## src/rtl/cmc_pkg.sv

```systemverilog
package cmc_pkg;
  typedef enum logic [1:0] {
    MT_NONE = 2'b00,
    MT_COLD = 2'b01,
    MT_CAP  = 2'b10,
    MT_CONF = 2'b11
  } miss_type_e;
endpackage

```

## src/rtl/cmc_tag_store.sv

```systemverilog
module cmc_tag_store #(
  parameter int TAG_W = 12,
  parameter int IDX_W = 2
) (
  input  logic             clk_i,
  input  logic             rst_ni,
  input  logic             clr_i,
  input  logic             acc_i,
  input  logic [IDX_W-1:0] idx_i,
  input  logic [TAG_W-1:0] tag_i,
  output logic             hit_o
);
  localparam int SETS = 1 << IDX_W;

  logic [TAG_W-1:0] tag_q [SETS][2];
  logic [1:0]       vld_q [SETS];
  logic [SETS-1:0]  lru_q;  // 1: way 1 is least recent
  logic [1:0]       way_hit;
  logic             victim;
  logic [2*SETS-1:0] vld_flat;

  always_comb begin
    for (int w = 0; w < 2; w++)
      way_hit[w] = vld_q[idx_i][w] && (tag_q[idx_i][w] == tag_i);
    hit_o = |way_hit;
    if (!vld_q[idx_i][0])      victim = 1'b0;
    else if (!vld_q[idx_i][1]) victim = 1'b1;
    else                       victim = lru_q[idx_i];
    for (int s = 0; s < SETS; s++) vld_flat[2*s +: 2] = vld_q[s];
  end

  always_ff @(posedge clk_i or negedge rst_ni) begin
    if (!rst_ni) begin
      lru_q <= '0;
      for (int s = 0; s < SETS; s++) begin
        vld_q[s] <= '0;
        for (int w = 0; w < 2; w++) tag_q[s][w] <= '0;
      end
    end else if (clr_i) begin
      lru_q <= '0;
      for (int s = 0; s < SETS; s++) vld_q[s] <= '0;
    end else if (acc_i) begin
      if (hit_o) begin
        lru_q[idx_i] <= ~way_hit[1];
      end else begin
        tag_q[idx_i][victim] <= tag_i;
        vld_q[idx_i][victim] <= 1'b1;
        lru_q[idx_i]         <= ~victim;
      end
    end
  end

  AST_WAY_ONEHOT: assert property (@(posedge clk_i) disable iff (!rst_ni)
    $onehot0(way_hit));
  AST_FILL_INVALID_FIRST: assert property (@(posedge clk_i) disable iff (!rst_ni)
    (acc_i && !clr_i && !hit_o && (vld_q[idx_i] != 2'b11))
    |=> ($countones(vld_flat) == $past($countones(vld_flat)) + 1));
  AST_HIT_KEEPS_VALID: assert property (@(posedge clk_i) disable iff (!rst_ni)
    (acc_i && !clr_i && hit_o) |=> $stable(vld_flat));
  AST_CLEAR_EMPTIES: assert property (@(posedge clk_i) disable iff (!rst_ni)
    clr_i |=> (vld_flat == '0));
endmodule

```

## src/rtl/cmc_shadow_dir.sv

```systemverilog
module cmc_shadow_dir #(
  parameter int LINE_W = 14,
  parameter int DEPTH  = 8
) (
  input  logic              clk_i,
  input  logic              rst_ni,
  input  logic              clr_i,
  input  logic              acc_i,
  input  logic [LINE_W-1:0] line_i,
  output logic              hit_o
);
  localparam int POS_W = (DEPTH > 1) ? $clog2(DEPTH) : 1;

  // entry 0 is most recent
  logic [LINE_W-1:0] ent_q [DEPTH];
  logic [DEPTH-1:0]  ev_q;
  logic [DEPTH-1:0]  match;
  logic [POS_W-1:0]  pos;

  always_comb begin
    pos = POS_W'(DEPTH - 1);
    for (int i = 0; i < DEPTH; i++) begin
      match[i] = ev_q[i] && (ent_q[i] == line_i);
      if (match[i]) pos = POS_W'(i);
    end
    hit_o = |match;
  end

  always_ff @(posedge clk_i or negedge rst_ni) begin
    if (!rst_ni) begin
      ev_q <= '0;
      for (int i = 0; i < DEPTH; i++) ent_q[i] <= '0;
    end else if (clr_i) begin
      ev_q <= '0;
    end else if (acc_i) begin
      ent_q[0] <= line_i;
      ev_q[0]  <= 1'b1;
      for (int i = 1; i < DEPTH; i++) begin
        if (i <= int'(pos)) begin
          ent_q[i] <= ent_q[i-1];
          ev_q[i]  <= ev_q[i-1];
        end
      end
    end
  end

  AST_SHADOW_UNIQUE: assert property (@(posedge clk_i) disable iff (!rst_ni)
    $onehot0(match));
  AST_SHADOW_MRU: assert property (@(posedge clk_i) disable iff (!rst_ni)
    (acc_i && !clr_i) |=> (ev_q[0] && ent_q[0] == $past(line_i)));
endmodule

```

## src/rtl/cmc_touch_map.sv

```systemverilog
module cmc_touch_map #(
  parameter int TRACK_W = 8
) (
  input  logic               clk_i,
  input  logic               rst_ni,
  input  logic               clr_i,
  input  logic               acc_i,
  input  logic [TRACK_W-1:0] line_i,
  output logic               seen_o
);
  localparam int NLINES = 1 << TRACK_W;

  logic [NLINES-1:0] map_q;

  assign seen_o = map_q[line_i];

  always_ff @(posedge clk_i or negedge rst_ni) begin
    if (!rst_ni)     map_q <= '0;
    else if (clr_i)  map_q <= '0;
    else if (acc_i)  map_q[line_i] <= 1'b1;
  end

  AST_TOUCH_STICKY: assert property (@(posedge clk_i) disable iff (!rst_ni)
    (acc_i && !clr_i) |=> (!(line_i == $past(line_i)) || clr_i || seen_o));
endmodule

```

## src/rtl/cmc_miss_classifier.sv

```systemverilog
module cmc_miss_classifier
  import cmc_pkg::*;
#(
  parameter int ADDR_W       = 16,
  parameter int OFF_W        = 2,
  parameter int IDX_W        = 2,
  parameter int TRACK_W      = 8,
  parameter int SHADOW_DEPTH = 8
) (
  input  logic              clk_i,
  input  logic              rst_ni,
  input  logic              clr_i,
  input  logic              valid_i,
  input  logic [ADDR_W-1:0] addr_i,
  output logic              hit_o,
  output logic              miss_o,
  output logic [1:0]        miss_type_o
);
  localparam int LINE_W = ADDR_W - OFF_W;
  localparam int TAG_W  = LINE_W - IDX_W;

  logic              acc;
  logic [LINE_W-1:0] line;
  logic [IDX_W-1:0]  idx;
  logic [TAG_W-1:0]  tag;
  logic              tag_hit, shadow_hit, seen;
  miss_type_e        kind_d, kind_q;
  logic              hit_q, miss_q;

  assign acc  = valid_i && !clr_i;
  assign line = addr_i[ADDR_W-1:OFF_W];
  assign idx  = line[IDX_W-1:0];
  assign tag  = line[LINE_W-1:IDX_W];

  cmc_tag_store #(.TAG_W(TAG_W), .IDX_W(IDX_W)) i_tags (
    .clk_i, .rst_ni, .clr_i, .acc_i(acc), .idx_i(idx), .tag_i(tag), .hit_o(tag_hit)
  );

  cmc_shadow_dir #(.LINE_W(LINE_W), .DEPTH(SHADOW_DEPTH)) i_shadow (
    .clk_i, .rst_ni, .clr_i, .acc_i(acc), .line_i(line), .hit_o(shadow_hit)
  );

  cmc_touch_map #(.TRACK_W(TRACK_W)) i_touch (
    .clk_i, .rst_ni, .clr_i, .acc_i(acc), .line_i(line[TRACK_W-1:0]), .seen_o(seen)
  );

  always_comb begin
    if (tag_hit)         kind_d = MT_NONE;
    else if (!seen)      kind_d = MT_COLD;
    else if (!shadow_hit) kind_d = MT_CAP;
    else                 kind_d = MT_CONF;
  end

  always_ff @(posedge clk_i or negedge rst_ni) begin
    if (!rst_ni) begin
      hit_q  <= 1'b0;
      miss_q <= 1'b0;
      kind_q <= MT_NONE;
    end else begin
      hit_q  <= acc && tag_hit;
      miss_q <= acc && !tag_hit;
      kind_q <= acc ? kind_d : MT_NONE;
    end
  end

  assign hit_o       = hit_q;
  assign miss_o      = miss_q;
  assign miss_type_o = kind_q;

  AST_ADDR_TRACKED: assert property (@(posedge clk_i) disable iff (!rst_ni)
    valid_i |-> (addr_i[ADDR_W-1:OFF_W+TRACK_W] == '0));
  AST_EXCLUSIVE: assert property (@(posedge clk_i) disable iff (!rst_ni)
    !(hit_o && miss_o));
  AST_HIT_NO_TYPE: assert property (@(posedge clk_i) disable iff (!rst_ni)
    hit_o |-> (miss_type_o == 2'b00));
  AST_MISS_TYPED: assert property (@(posedge clk_i) disable iff (!rst_ni)
    miss_o |-> (miss_type_o != 2'b00));
  AST_RESULT_LATENCY: assert property (@(posedge clk_i) disable iff (!rst_ni)
    (valid_i && !clr_i) |=> (hit_o || miss_o));
  AST_IDLE_QUIET: assert property (@(posedge clk_i) disable iff (!rst_ni)
    !(valid_i && !clr_i) |=> (!hit_o && !miss_o && miss_type_o == 2'b00));
  AST_UNSEEN_IS_COLD: assert property (@(posedge clk_i) disable iff (!rst_ni)
    (valid_i && !clr_i && !seen) |=> (miss_o && miss_type_o == 2'b01));
endmodule

```

## config.mk

```make
export PLATFORM = sky130hd
export DESIGN_NAME = cmc_miss_classifier
export DESIGN_NICKNAME = d
export VERILOG_FILES = /design/src/rtl/cmc_pkg.sv /design/src/rtl/cmc_tag_store.sv /design/src/rtl/cmc_shadow_dir.sv /design/src/rtl/cmc_touch_map.sv /design/src/rtl/cmc_miss_classifier.sv
export SDC_FILE = /design/constraint.sdc
export NUM_CORES = 1
export LEC_CHECK = 0
export BUFFER_PORTS_ARGS = -buffer_cell sky130_fd_sc_hd__buf_4
export CORE_ASPECT_RATIO = 0.7
export CORE_UTILIZATION = 50
export CTS_BUF_LIST = sky130_fd_sc_hd__clkbuf_4
export CTS_CLUSTER_SIZE = 30
export DETAILED_ROUTE_END_ITERATION = 6
export PLACE_DENSITY_LB_ADDON = 0.12
export SYNTH_ARGS = -nofsm -noshare
export SYNTH_HDL_FRONTEND = slang
export SYNTH_HIERARCHICAL = 1
export SYNTH_SLANG_ARGS = --single-unit
```

## constraint.sdc

```tcl
create_clock -name clk_i -period 3.6 [get_ports clk_i]
set_clock_uncertainty 0.1 [all_clocks]
set_input_delay 0.9 -clock clk_i [delete_from_list [all_inputs] [get_ports clk_i]]
set_output_delay 0.9 -clock clk_i [all_outputs]
set_load 0.02 [all_outputs]
```

# Yosys cells after proc, flatten, opt, wreduce, memory -nomap -nowiden
# Index checks and enable logic that the tools add are counted.
dict set report word_totals {
  latch_bits 0
  register_bits 488
  mem_bits_rw 0
  input_bits 20
  n_memories 0
  mem_bits_ro 0
  out_inout_bits 4
}
dict set report classes {
  add_sub_neg 0
  n_bitwise 8
  n_mul 0
  order_cmp 17
  n_mux 56
  n_eq_ne 11
  shift 0
  reduce_logical 47
  n_div 0
}
# op count
set op_table {}
lappend op_table {{2-to-1 mux 256 bit} 2}
lappend op_table {{bitwise OR 256 bit} 1}
lappend op_table {{== test 14 bit} 8}
lappend op_table {{bitwise mux 96 bit} 1}
lappend op_table {{2-to-1 mux 24 bit} 3}
lappend op_table {{binary-select mux 24 bit (select 2 bit)} 1}
lappend op_table {{demux 24 bit (select 2 bit)} 1}
lappend op_table {{2-to-1 mux 8 bit} 5}
lappend op_table {{== test 12 bit} 2}
lappend op_table {{2-to-1 mux 3 bit} 8}
lappend op_table {{AND reduction 3 bit} 8}
lappend op_table {{logical AND 1 bit} 18}
lappend op_table {{AND reduction 2 bit} 9}
lappend op_table {{nonzero test 2 bit} 8}
lappend op_table {{2-to-1 mux 1 bit} 15}
lappend op_table {{demux 12 bit (select 1 bit)} 1}
lappend op_table {{<= comparator 3 bit (first input constant)} 4}
lappend op_table {{2-to-1 mux 12 bit} 1}
lappend op_table {{2-to-1 mux 2 bit} 6}
lappend op_table {{2-to-1 mux 4 bit} 3}
lappend op_table {{less-than comparator 8 x 9 -> 1 bit (second input constant)} 1}
lappend op_table {{binary-select mux 1 bit (select 8 bit)} 1}
lappend op_table {{bitwise mux 4 bit} 2}
lappend op_table {{demux 1 bit (select 8 bit)} 1}
lappend op_table {{24 further kinds} 29}

# Logic depth before layout (Yosys ltp)
# Gate-level depths: netlist of the first run.
dict set report logic_depth {
  word_depth 16
  depth_mapped 11
  mapped_depth_nobuf 8
}

# Hierarchy
# The synthesis of the first run kept the hierarchy.
# mod seq_area_each_um2 cells_each area_each_um2 n_inst
set modules_own_cells {}
lappend modules_own_cells {cmc_touch_map 6406.1 1041 11114.4 1}
lappend modules_own_cells {cmc_shadow_dir 3002.9 489 6233.5 1}
lappend modules_own_cells {cmc_tag_store 2702.6 360 5255.0 1}
lappend modules_own_cells {cmc_miss_classifier 100.1 10 146.4 1}

# Least setup slack after synthesis of the first run
# Ideal clock, no wire load.
dict set report synth_timing {
  path_type {input port to flip-flop}
  startpoint {in addr_i[2]}
  endpoint {reg i_tags/tag_q[15] in the netlist's numbering}
  t_arrival_ps 3112
  path_buffers 4
  setup_time_ps 125
  path_slack_ps 263
  path_stages 11
  required_ps 3375
  path_cell_list {buf_6 -> buf_12 -> mux4_2 -> xnor2_1 -> nand3_1 -> a2111oi_4 -> a21oi_2 -> buf_6 -> nand3_2 -> buf_4 -> mux2_2}
}
dict set report synth_via {
  elab_chain_cells 14
}
# item line
set synth_lines {}
lappend synth_lines {{start: declaration} cmc_miss_classifier.sv:14} ;# input logic [ADDR_W-1:0] addr_i,
lappend synth_lines {{NOT 2 -> 3 bit (implied by the code)} n/a}
lappend synth_lines {{binary-select mux 2 bit (select 2 bit)} {cmc_tag_store.sv:24, cmc_tag_store.sv:26, cmc_tag_store.sv:27}}
lappend synth_lines {{2-to-1 mux 2 bit (implied by the code) (2 in a row)} {cmc_tag_store.sv:24, cmc_tag_store.sv:26}}
lappend synth_lines {{2-to-1 mux 1 bit} cmc_tag_store.sv:27} ;# else if (!vld_q[idx_i][1]) victim = 1'b1;
lappend synth_lines {{2-to-1 mux 1 bit} cmc_tag_store.sv:26} ;# if (!vld_q[idx_i][0]) victim = 1'b0;
lappend synth_lines {{NOT 1 -> 2 bit (implied by the code)} cmc_tag_store.sv:46} ;# tag_q[idx_i][victim] <= tag_i;
lappend synth_lines {{>= comparator 2 bit (implied by the code) or less-than comparator 2 x 1 -> 1 bit (tied branches)} cmc_tag_store.sv:46}
lappend synth_lines {{logical AND 1 bit (implied by the code)} cmc_tag_store.sv:46}
lappend synth_lines {{2-to-1 mux 12 bit (implied by the code)} cmc_tag_store.sv:46}
lappend synth_lines {{demux 12 bit (select 1 bit)} cmc_tag_store.sv:46}
lappend synth_lines {{2-to-1 mux 24 bit (implied by the code)} cmc_tag_store.sv:46}
lappend synth_lines {{demux 24 bit (select 2 bit)} cmc_tag_store.sv:46}
lappend synth_lines {{bitwise mux 96 bit} cmc_tag_store.sv:46}
lappend synth_lines {{end signal: indexed assignment} cmc_tag_store.sv:46}
lappend synth_lines {{end: declaration} cmc_tag_store.sv:15} ;# logic [TAG_W-1:0] tag_q [SETS][2];
# Several ways; a longest one is shown, not always the timed one. The select of a mux whose other input is x is not followed.
# A chain may end at the register's enable or synchronous reset.

# Worst setup path after layout of the first run
dict set report layout_timing {
  startpoint {in addr_i[2]}
  endpoint {reg i_shadow/ent_q[29] in the netlist's numbering}
}
dict set report layout_via {
  elab_chain_cells 12
}
# item line
set layout_lines {}
lappend layout_lines {{== test 14 bit} cmc_shadow_dir.sv:23} ;# match[i] = ev_q[i] && (ent_q[i] == line_i);
lappend layout_lines {{logical AND 1 bit} cmc_shadow_dir.sv:23}
lappend layout_lines {{2-to-1 mux 3 bit (7 in a row)} cmc_shadow_dir.sv:24} ;# if (match[i]) pos = POS_W'(i);
lappend layout_lines {{2-to-1 mux 3 bit (*)} cmc_shadow_dir.sv:24}
lappend layout_lines {{<= comparator 3 bit (*)} cmc_shadow_dir.sv:39} ;# if (i <= int'(pos)) begin
lappend layout_lines {{AND reduction 3 bit (no source line) (*)} n/a}
lappend layout_lines {{end signal: indexed assignment} cmc_shadow_dir.sv:40} ;# ent_q[i] <= ent_q[i-1];
lappend layout_lines {{end: declaration} cmc_shadow_dir.sv:15} ;# logic [LINE_W-1:0] ent_q [DEPTH];
# Every way passes the cells marked *; elsewhere a longest branch is shown, timed or not.

==> results of run 1 <==
[power breakdown]
group	internal, uW	leakage, uW	switching, uW
logic	1170	0.00419	942
registers	6140	0.00661	585
clock network	2200	0.000840	2230
[worst max-delay path by stage]
stage | startpoint | endpoint | cells after the start
2_1_floorplan | addr_i[2] | i_tags/tag_q[15] | 11
6_report | addr_i[2] | i_shadow/ent_q[29] | 15
3_5_place_dp | addr_i[2] | i_shadow/ent_q[29] | 15
3_3_place_gp | addr_i[2] | i_shadow/ent_q[41] | 15
5_1_grt | i_tags/tag_q[48] | i_tags/tag_q[2] | 8
4_1_cts | i_tags/tag_q[48] | i_tags/tag_q[2] | 8
[state kept, by name, summed over array words and instances, names as in the netlist]
signal,count
i_touch/map_q,256
i_shadow/ev_q,8
miss_o,1
i_tags/vld_flat,8
miss_type_o,2
i_shadow/ent_q,112
i_tags/tag_q,96
i_tags/lru_q,4
hit_o,1
[logic make-up after synthesis]
logic type,Yosys count,share of synthesized area
xor+xnor,137,0.05274
buf+inv,157,0.03729
compound gates,342,0.08343
simple gates,482,0.09707
flops,488,0.5368
mux,294,0.1927
[stage by stage]
step                power [uW]  instance area [um2]  worst slack, ns  setup TNS [ns]  utilization
finish                   13280                25960           0.6333               0       0.5862
global route             13990                25960           0.5582               0       0.5862
CTS                      13440                25950           0.7147               0       0.5861
detailed placement        8932                24520          -0.2003          -22.25       0.5538
global placement          8865                24520          -0.1777          -21.33       0.5538
floorplan                 8194                22750           0.2630               0            -
[synthesized netlist by cell type (all sizes together), types with 6 or more instances]
cell,count,area [um2]
a21oi,285,1434
a22oi,32,240.2
and2,7,46.30
buf,51,450.4
clkbuf,95,356.6
dfrtp,488,12210
inv,11,41.29
mux2,194,2290
mux2i,13,130.1
mux4,87,1963
nand2,59,226.5
nand2b,13,81.33
nand3,15,95.09
nand4,28,175.2
nor2,306,1170
nor2b,6,37.54
nor3,16,80.08
nor4,15,170.2
o21ai,6,30.03
xnor2,132,1156
[worst max-delay path: cells and delay by family]
| kind | cells | cell delay [ns] |
|---|---|---|
| simple gates | 6 | 0.91 |
| mux | 1 | 0.33 |
| buf+inv | 7 | 1.14 |
| xor+xnor | 1 | 0.30 |
[cell type report]
type                    count  area (um2)  area share
well taps                 594       743.2     0.02863
clock inverters            37       203.9    0.007857
clock buffers             162        1216     0.04685
flip-flops and latches    488       12210      0.4704
multi-input cells        1255        9717      0.3743
diodes                      2       5.005   0.0001928
repair buffers            181        1821     0.07013
inverters                  11       41.29    0.001591
[metal layers]
layer  GRT usage  vias to the layer above  part of all wire
met5           0                        -                 0
met4     0.07357                        0             0.018
met3     0.07848                       73             0.075
met2      0.3558                      476              0.42
met1      0.3962                     7996              0.49
li1            -                     7052                 -
==> summary.txt, run 1 <==
Clock network
  • CTS tree: done
  • Clk_lat worst skew: 0.89 ns
  • Post-cts sizing count: 0
  • Hold Buf Count CTS: 1
  • CTS Buf Count: 118
  • Post-CTS Setup Bufs: 0
  • CTS H-tree lvls: 3
  • Clock transition at path regs: roughly 0.07 ns
  • CTS max path bufs: 3
  • Clock sink count: approximately 490
  • CTS root buf: clkbuf_4

GRT
  • Pin count of the biggest net entering global routing: 195
  • Congestion Overflow GR: 0
  • Initial antenna violation count: 2
  • First-pass GRT wire length: 92,810 um
  • Number of global-route vias before repair: 15,950
  • Global Route Usage Sum: 0.2599

Synthesis
  • Synth Cell Area: approximately 23,000 um2
  • Yosys cell types: between 50 and 60
  • Seq/Total Area, Yosys: 0.5368
  • Number of flops mapped to enable cells by yosys: 0
  • Syn nets: around 1,900
  • Number of synthesized register bits: 488
  • Mean post-synth cell area: 11.97 um2
  • Predominant post-synthesis flop cell: dfrtp_1
  • Synth warnings: 6
  • Synthesized instance count: 1,900
  • Post-synth ARST share: 1.000

Placed design
  • Placed cell count: 2,528
  • Port Buffers: 21
  • Hpwl dp: 37,700 um
  • RePlAce Congestion: 0.8573

STA
  • Fin. max-slew vios: 0
  • Tightest Pin Transition: 1.212 ns
  • WHS: 0.2081 ns
  • Final setup viols: 0
  • Slew margin rel.: 0.1888
  • Min cycle time layout: 2.967 ns
  • Period utilization: 0.8241
  • FMAX: 0.3371 GHz
  • Final hold viol count: 0
  • RSZ-0062 raised after global routing: no

Worst setup path
  • Most frequent CP cell: buf_4
  • Critical path class: input pin to register
  • Reg2reg setup slack: 0.70 ns
  • R2r startpoint: i_tags/tag_q[48]
  • Worst reg2reg path depth: 8
  • Worst Setup End Kind: register
  • Critical Path Start Type: input pin
  • Worst Path Required: 4.25 ns
  • Crit path cell chain: buf_6 > buf_4 > buf_12 > buf_4 > xnor2_1 > nand4_1 > nor4_2 > buf_4 > nor4_2 > buf_4 > nand2b_1 > nand2_2 > nor2_8 > buf_12 > mux2_2
  • Critical-path maximum fanout: 19
  • Slowest CP cell: mux2_2
  • Reg-to-reg critical path endpoint: i_tags/tag_q[2]
  • Worst path max stage delay: between 0.3 and 0.4 ns
  • Arr. time, crit path: ~3.6 ns

Min path
  • Min-delay src: clr_i
  • Hold depth: 2
  • Worst Hold Path EP: i_shadow/ev_q[2]
  • Hold WC Path Type: input pin to register

Finish
  • Fill cells: approximately 3,700
  • Most frequent cells in the layout: dfrtp_1, nor2_1, a21oi_1
  • Most common cell after layout, fill and taps aside: dfrtp_1
  • Fraction of layout cells with a size suffix above 1: 0.3088
  • Non-Filler Instances: 2,730
  • Area grow syn2layout: 14.11%
  • Final net count: a little over 2,000

Pwr
  • Maximum VDD drop: ~0.25 mV
  • Cell Pwr Density: 511.5 nW/um2
  • Leak pwr: between 0.01 and 0.015 uW

Routing
  • Via count: 15,600
  • DRT Wirelength: between 50,000 and 60,000 um
  • Drt first-iter violations: 1,204
  • WL/cell: between 20 and 25 um
  • Post-route ant nets: 0
  • TritonRoute pass-1 iters: 5
  • Residual DRC: 0
  • DR vias/cell: 5.713

Floorplanning
  • Die H: 180.5 um
  • Initial Util: 0.5137
  • DIE AREA: 46,370 um2
  • Site row count: between 60 and 70
  • Die Wd: 256.9 um
  • Io pins: 24
  • Core ar.: 44,280 um2

Run
  • Max-cap violations: 0

Run status
  • Outcome: finished clean
No activity file was read; power rests on OpenSTA's default activity.
==> inputs of run 2 (changes only) <==
Clock period 3.6 ns to 2.4 ns, I/O delays scaled along.
==> summary.txt, run 2 (same netlist as run 1, synthesis figures left out) <==
Finish
  • Most frequent cells in the layout: dfrtp_1, buf_4, nor2_1
  • Largest reg by FF count: i_touch/map_q
  • Fraction of layout cells with a size suffix above 1: 0.4235
  • Registers with the most flip-flops: i_touch/map_q: 256 flops, i_shadow/ent_q: 112 flops, i_tags/tag_q: 96 flops
  • Fill cells: ~3,400
  • Area grow syn2layout: 28.33%
  • Final net count: 2,311
  • Final instance area: 29,190 um2
  • Most common cell after layout, fill and taps aside: dfrtp_1
  • Max reg flops: 256

Clock network
  • CTS H-tree lvls: 3
  • CTS tree: done
  • CTS max path bufs: 3
  • CTS Buf Count: between 100 and 150
  • Clock sink count: 488
  • CTS root buf: clkbuf_4
  • Clk_lat worst skew: 0.89 ns
  • Clock transition at path regs: ~0.070 ns

Worst setup path
  • Critical-path maximum fanout: 13
  • Crit path launch: i_tags/tag_q[69]
  • Worst Setup End Kind: register
  • R2r startpoint: i_tags/tag_q[69]
  • Critical Path Start Type: register
  • Arr. time, crit path: 3.33 ns
  • Critical path class: register to register
  • Worst Path Required: 3.07 ns
  • Reg2reg setup slack: -0.26 ns

STA
  • Period utilization: 1.108
  • Tightest Pin Transition: ~0.98 ns
  • Final hold viol count: 0
  • Min cycle time layout: around 2.7 ns
  • Slew margin rel.: 0.3451
  • RSZ-0062 raised after global routing: yes
  • WHS: 0.09471 ns
  • FMAX: 0.3761 GHz
  • Fin worst setup slack: -0.2587 ns
  • Fin. max-slew vios: 0
  • Final setup viols: 192

Run status
  • Failing checks: negative setup slack
  • Outcome: finished with violations

Run
  • Max-cap violations: 0

Pwr
  • Cell Pwr Density: 765.4 nW/um2
  • Leak pwr: around 0.014 uW
  • Maximum VDD drop: 0.4527 mV

Floorplanning
  • Core ar.: 44,280 um2
  • Site row count: between 60 and 70
  • Die H: about 180 um
  • DIE AREA: 46,370 um2
  • Die Wd: 256.9 um
  • Initial Util: 0.5137
  • Io pins: 24

GRT
  • Pin count of the biggest net entering global routing: 204
  • GRT busiest layer: met1
  • Met1 Use GR: 0.4357
  • Met3 Track Usage GR: 0.06512
  • Global Route Usage Sum: 0.2784
  • Initial antenna violation count: 1
  • GR Util met2: 0.3899
  • First-pass GRT wire length: 99,870 um
  • Number of global-route vias before repair: 17,250
  • Congestion Overflow GR: 0

Placed design
  • Placed Instance Area: ~27,000 um2
  • RePlAce Congestion: 0.8535
  • Hpwl dp: 42,010 um
  • Port Buffers: 21

Routing
  • Drt first-iter violations: 1,481
  • WL/cell: 21.39 um
  • DR vias/cell: 5.665
  • Post-route ant nets: 0
  • Residual DRC: 0
  • DRT Wirelength: 63,500 um
  • Via count: 16,820
  • TritonRoute pass-1 iters: 5

Min path
  • Min-delay src: addr_i[10]
  • Hold WC Path Type: input pin to register
[run 2: cell types whose count changed in the layout (fill, tap and decap cells not counted), sizes merged, moves of 2 or more]
cell         change
clkinv          -12
dlygate4sd3      +4
clkbuf          +20
and2             +2
buf            +223
clkinvlp         -2
[run 2: per-layer routing]
layer  share of wire  vias up
li1                -     7527
met1            0.48     8585
met2            0.43      618
met3           0.078       85
met4           0.014        0
met5               0        -
[run 2: final timing paths]
check / to / cells past startpoint
min in group asynchronous: i_tags/tag_q[51] / 2
setup reg to reg: i_tags/tag_q[47] / 9
max in group asynchronous: i_touch/map_q[204] / 3
hold / removal: i_tags/tag_q[42] / 2
hold reg to reg: i_touch/map_q[87] / 2
setup / recovery: i_tags/tag_q[47] / 9
[run 2: power by group]
part	switching [uW]	total, uW	internal [uW]
clock network	3350	6920	3570
logic	2060	5450	3390
registers	756	9970	9220
total	6160	22300	16200
[run 2: critical path, cell delays in order, from the launching register on]
cell and delay, ns:
dfrtp_1 0.39, mux4_2 0.48, xnor2_2 0.17, nand4_1 0.18, a2111oi_4 0.34, buf_4 0.20, a21oi_4 0.06, nand3_2 0.09
buf_12 0.17, mux2_2 0.34
[run 2: cell type report]
class                   instances  area, um2  share of cell area
inverters                      11      41.29            0.001414
well taps                     594      743.2             0.02546
flip-flops and latches        488      12210              0.4183
clock buffers                 179       1344             0.04603
clock inverters                23      146.4            0.005014
multi-input cells            1259      11000              0.3769
repair buffers                411       3696              0.1266
diodes                          3      7.507           0.0002571
[run 2: what timing repair did]
item | in CTS | in global routing
setup buffers | 15 | 10
hold endpoints to repair | 475 | 0
pin swaps | 18 | 26
gates resized for setup | 61 | 52
hold buffers | 5 | 0
setup endpoints to repair | 212 | 216
cloned | 6 | 3
[run 2: stage by stage]
| step | instances | setup WS, ns | util | total power [uW] | TNS, ns |
|---|---|---|---|---|---|
| 6_report | 2968 | -0.2587 | 0.6593 | 22350 | -34.10 |
| 5_1_grt | 2967 | -0.3353 | 0.6592 | 23440 | -50.40 |
| 4_1_cts | 2952 | -0.2454 | 0.6505 | 22380 | -34.34 |
| 3_5_place_dp | 2727 | -1.143 | 0.6051 | 15260 | -229.33 |
| 3_3_place_gp | 2727 | -1.093 | 0.6051 | 15090 | -219.66 |
| 2_1_floorplan | 1900 | -0.5943 | - | 13040 | -69.75 |
==> inputs of run 3 (changes only) <==
Settings changed: CORE_ASPECT_RATIO 0.7 to 0.6.
==> summary.txt, run 3 (same netlist as run 1, synthesis figures left out) <==
Run status
  • Outcome: finished with violations
  • Failing checks: negative setup slack

Placed design
  • Hpwl dp: ~45,000 um
  • RePlAce Congestion: 0.8714
  • Port Buffers: 21
  • Placed Instance Area: around 27,000 um2

Worst setup path
  • Reg-to-reg critical path endpoint: i_tags/tag_q[26]
  • Critical Path Start Type: register
  • R2r startpoint: i_tags/tag_q[8]
  • Worst Setup End Kind: register
  • Critical path class: register to register
  • Critical-path maximum fanout: 8
  • Reg2reg setup slack: -0.34 ns
  • Arr. time, crit path: 3.35 ns
  • Worst reg2reg path depth: 8
  • Worst Path Required: 3.01 ns

Finish
  • Area grow syn2layout: 27.87%
  • Fraction of layout cells with a size suffix above 1: 0.4188
  • Max reg flops: 256
  • Most frequent cells in the layout: dfrtp_1, buf_4, nor2_1
  • Final instance area: 29,090 um2
  • Most common cell after layout, fill and taps aside: dfrtp_1
  • Registers with the most flip-flops: i_touch/map_q: 256 flops, i_shadow/ent_q: 112 flops, i_tags/tag_q: 96 flops
  • Final net count: 2,292
  • Largest reg by FF count: i_touch/map_q

STA
  • WHS: ~0.079 ns
  • Period utilization: 1.142
  • FMAX: ~0.36 GHz
  • Tightest Pin Transition: 1.088 ns
  • RSZ-0062 raised after global routing: yes
  • Final hold viol count: 0
  • Setup tns final: -40.47 ns
  • Fin worst setup slack: -0.3402 ns
  • Slew margin rel.: 0.2719
  • Min cycle time layout: 2.740 ns
  • Fin. max-slew vios: 0
  • Final setup viols: 201

Min path
  • Min-delay src: addr_i[7]
  • Worst Hold Path EP: i_shadow/ent_q[103]
  • Hold WC Path Type: input pin to register
  • Hold depth: 3

Routing
  • Via count: around 17,000
  • TritonRoute pass-1 iters: 5
  • Drt first-iter violations: 1,541
  • Residual DRC: 0
  • WL/cell: 22.89 um
  • Post-route ant nets: 0
  • DR vias/cell: 5.736
  • DRT Wirelength: 67,540 um

Pwr
  • Cell Pwr Density: 766.3 nW/um2
  • Leak pwr: 0.01361 uW
  • Maximum VDD drop: 0.4059 mV

Floorplanning
  • Die Wd: roughly 280 um
  • Initial Util: 0.5076
  • DIE AREA: 46,380 um2
  • Io pins: 24
  • Site row count: 60
  • Die H: around 170 um
  • Core ar.: 44,820 um2

Clock network
  • CTS root buf: clkbuf_4
  • Clock sink count: 488
  • CTS H-tree lvls: 3
  • CTS Buf Count: 114
  • Clk_lat worst skew: between 0.8 and 0.9 ns
  • Clock transition at path regs: about 0.070 ns
  • CTS tree: done
  • CTS max path bufs: 3

GRT
  • First-pass GRT wire length: between 100,000 and 150,000 um
  • Congestion Overflow GR: 0
  • Number of global-route vias before repair: 17,170
  • Initial antenna violation count: 3
  • Global Route Usage Sum: 0.2980
  • Pin count of the biggest net entering global routing: 113

Run
  • Max-cap violations: 0
## run 3: cell count changes in the layout (fill, tap and decap cells not counted), sizes merged
| cell | delta |
|---|---|
| bufinv | -1 |
| and2 | +2 |
| diode | -1 |
| clkinv | +4 |
| buf | -12 |
| clkbuf | -7 |
| inv | +2 |
## run 3: where the power goes
group	total [uW]	internal [uW]	leakage, uW	switching, uW
logic	5430	3280	0.00611	2150
clock network	6890	3440	0.000888	3450
registers	9970	9210	0.00661	755
## run 3: repair_timing
action	CTS	global route
cloned	7	0
hold buffers	5	0
resized for setup	73	17
pin swaps	30	13
endpoints found under the hold margin	351	0
setup endpoints to repair	214	215
buffers inserted	19	0
## run 3: critical path: stages, from the launching register on
cell	delay, ns
dfrtp_1	0.40
mux4_2	0.52
xnor2_2	0.15
nand4_1	0.21
nor4_4	0.05
buf_4	0.18
a21oi_4	0.30
and2_4	0.30
mux2_2	0.35
## run 3: worst max-delay path by stage
stage	start	endpoint	depth (start not counted)
after floorplan	addr_i[2]	i_tags/tag_q[0]	11
after global placement	addr_i[2]	miss_type_o[1]	10
after detailed placement	addr_i[2]	i_tags/tag_q[51]	10
after CTS	i_tags/tag_q[7]	miss_type_o[0]	11
after global routing	i_tags/tag_q[8]	i_tags/tag_q[26]	8
final	i_tags/tag_q[8]	i_tags/tag_q[26]	8
## run 3: layout make-up
cell class                 instances  area [um2]
timing repair buffer             396        3692
sequential                       488       12210
inverter                          11       48.80
clock buffer                     175        1314
fill                            3433       15730
tap                              589       737.0
clock inverter                    28       166.4
antenna                            2       5.005
multi-input combinational       1261       10920
## run 3: through the flow
stage | total power [uW] | worst slack, ns | util | std cells
global placement | 15240 | -1.068 | 0.6037 | 2724
detailed placement | 15400 | -1.072 | 0.6037 | 2724
finish | 22290 | -0.3402 | 0.6491 | 2950
floorplan | 13040 | -0.5943 | - | 1900
CTS | 22430 | -0.2677 | 0.6474 | 2948
global route | 23360 | -0.4200 | 0.6491 | 2950
## run 3: per-layer routing
layer  GRT usage  share of wire
met1      0.4731           0.48
met2      0.3997           0.41
met3     0.07869          0.091
met4     0.07633          0.017
met5           0              0
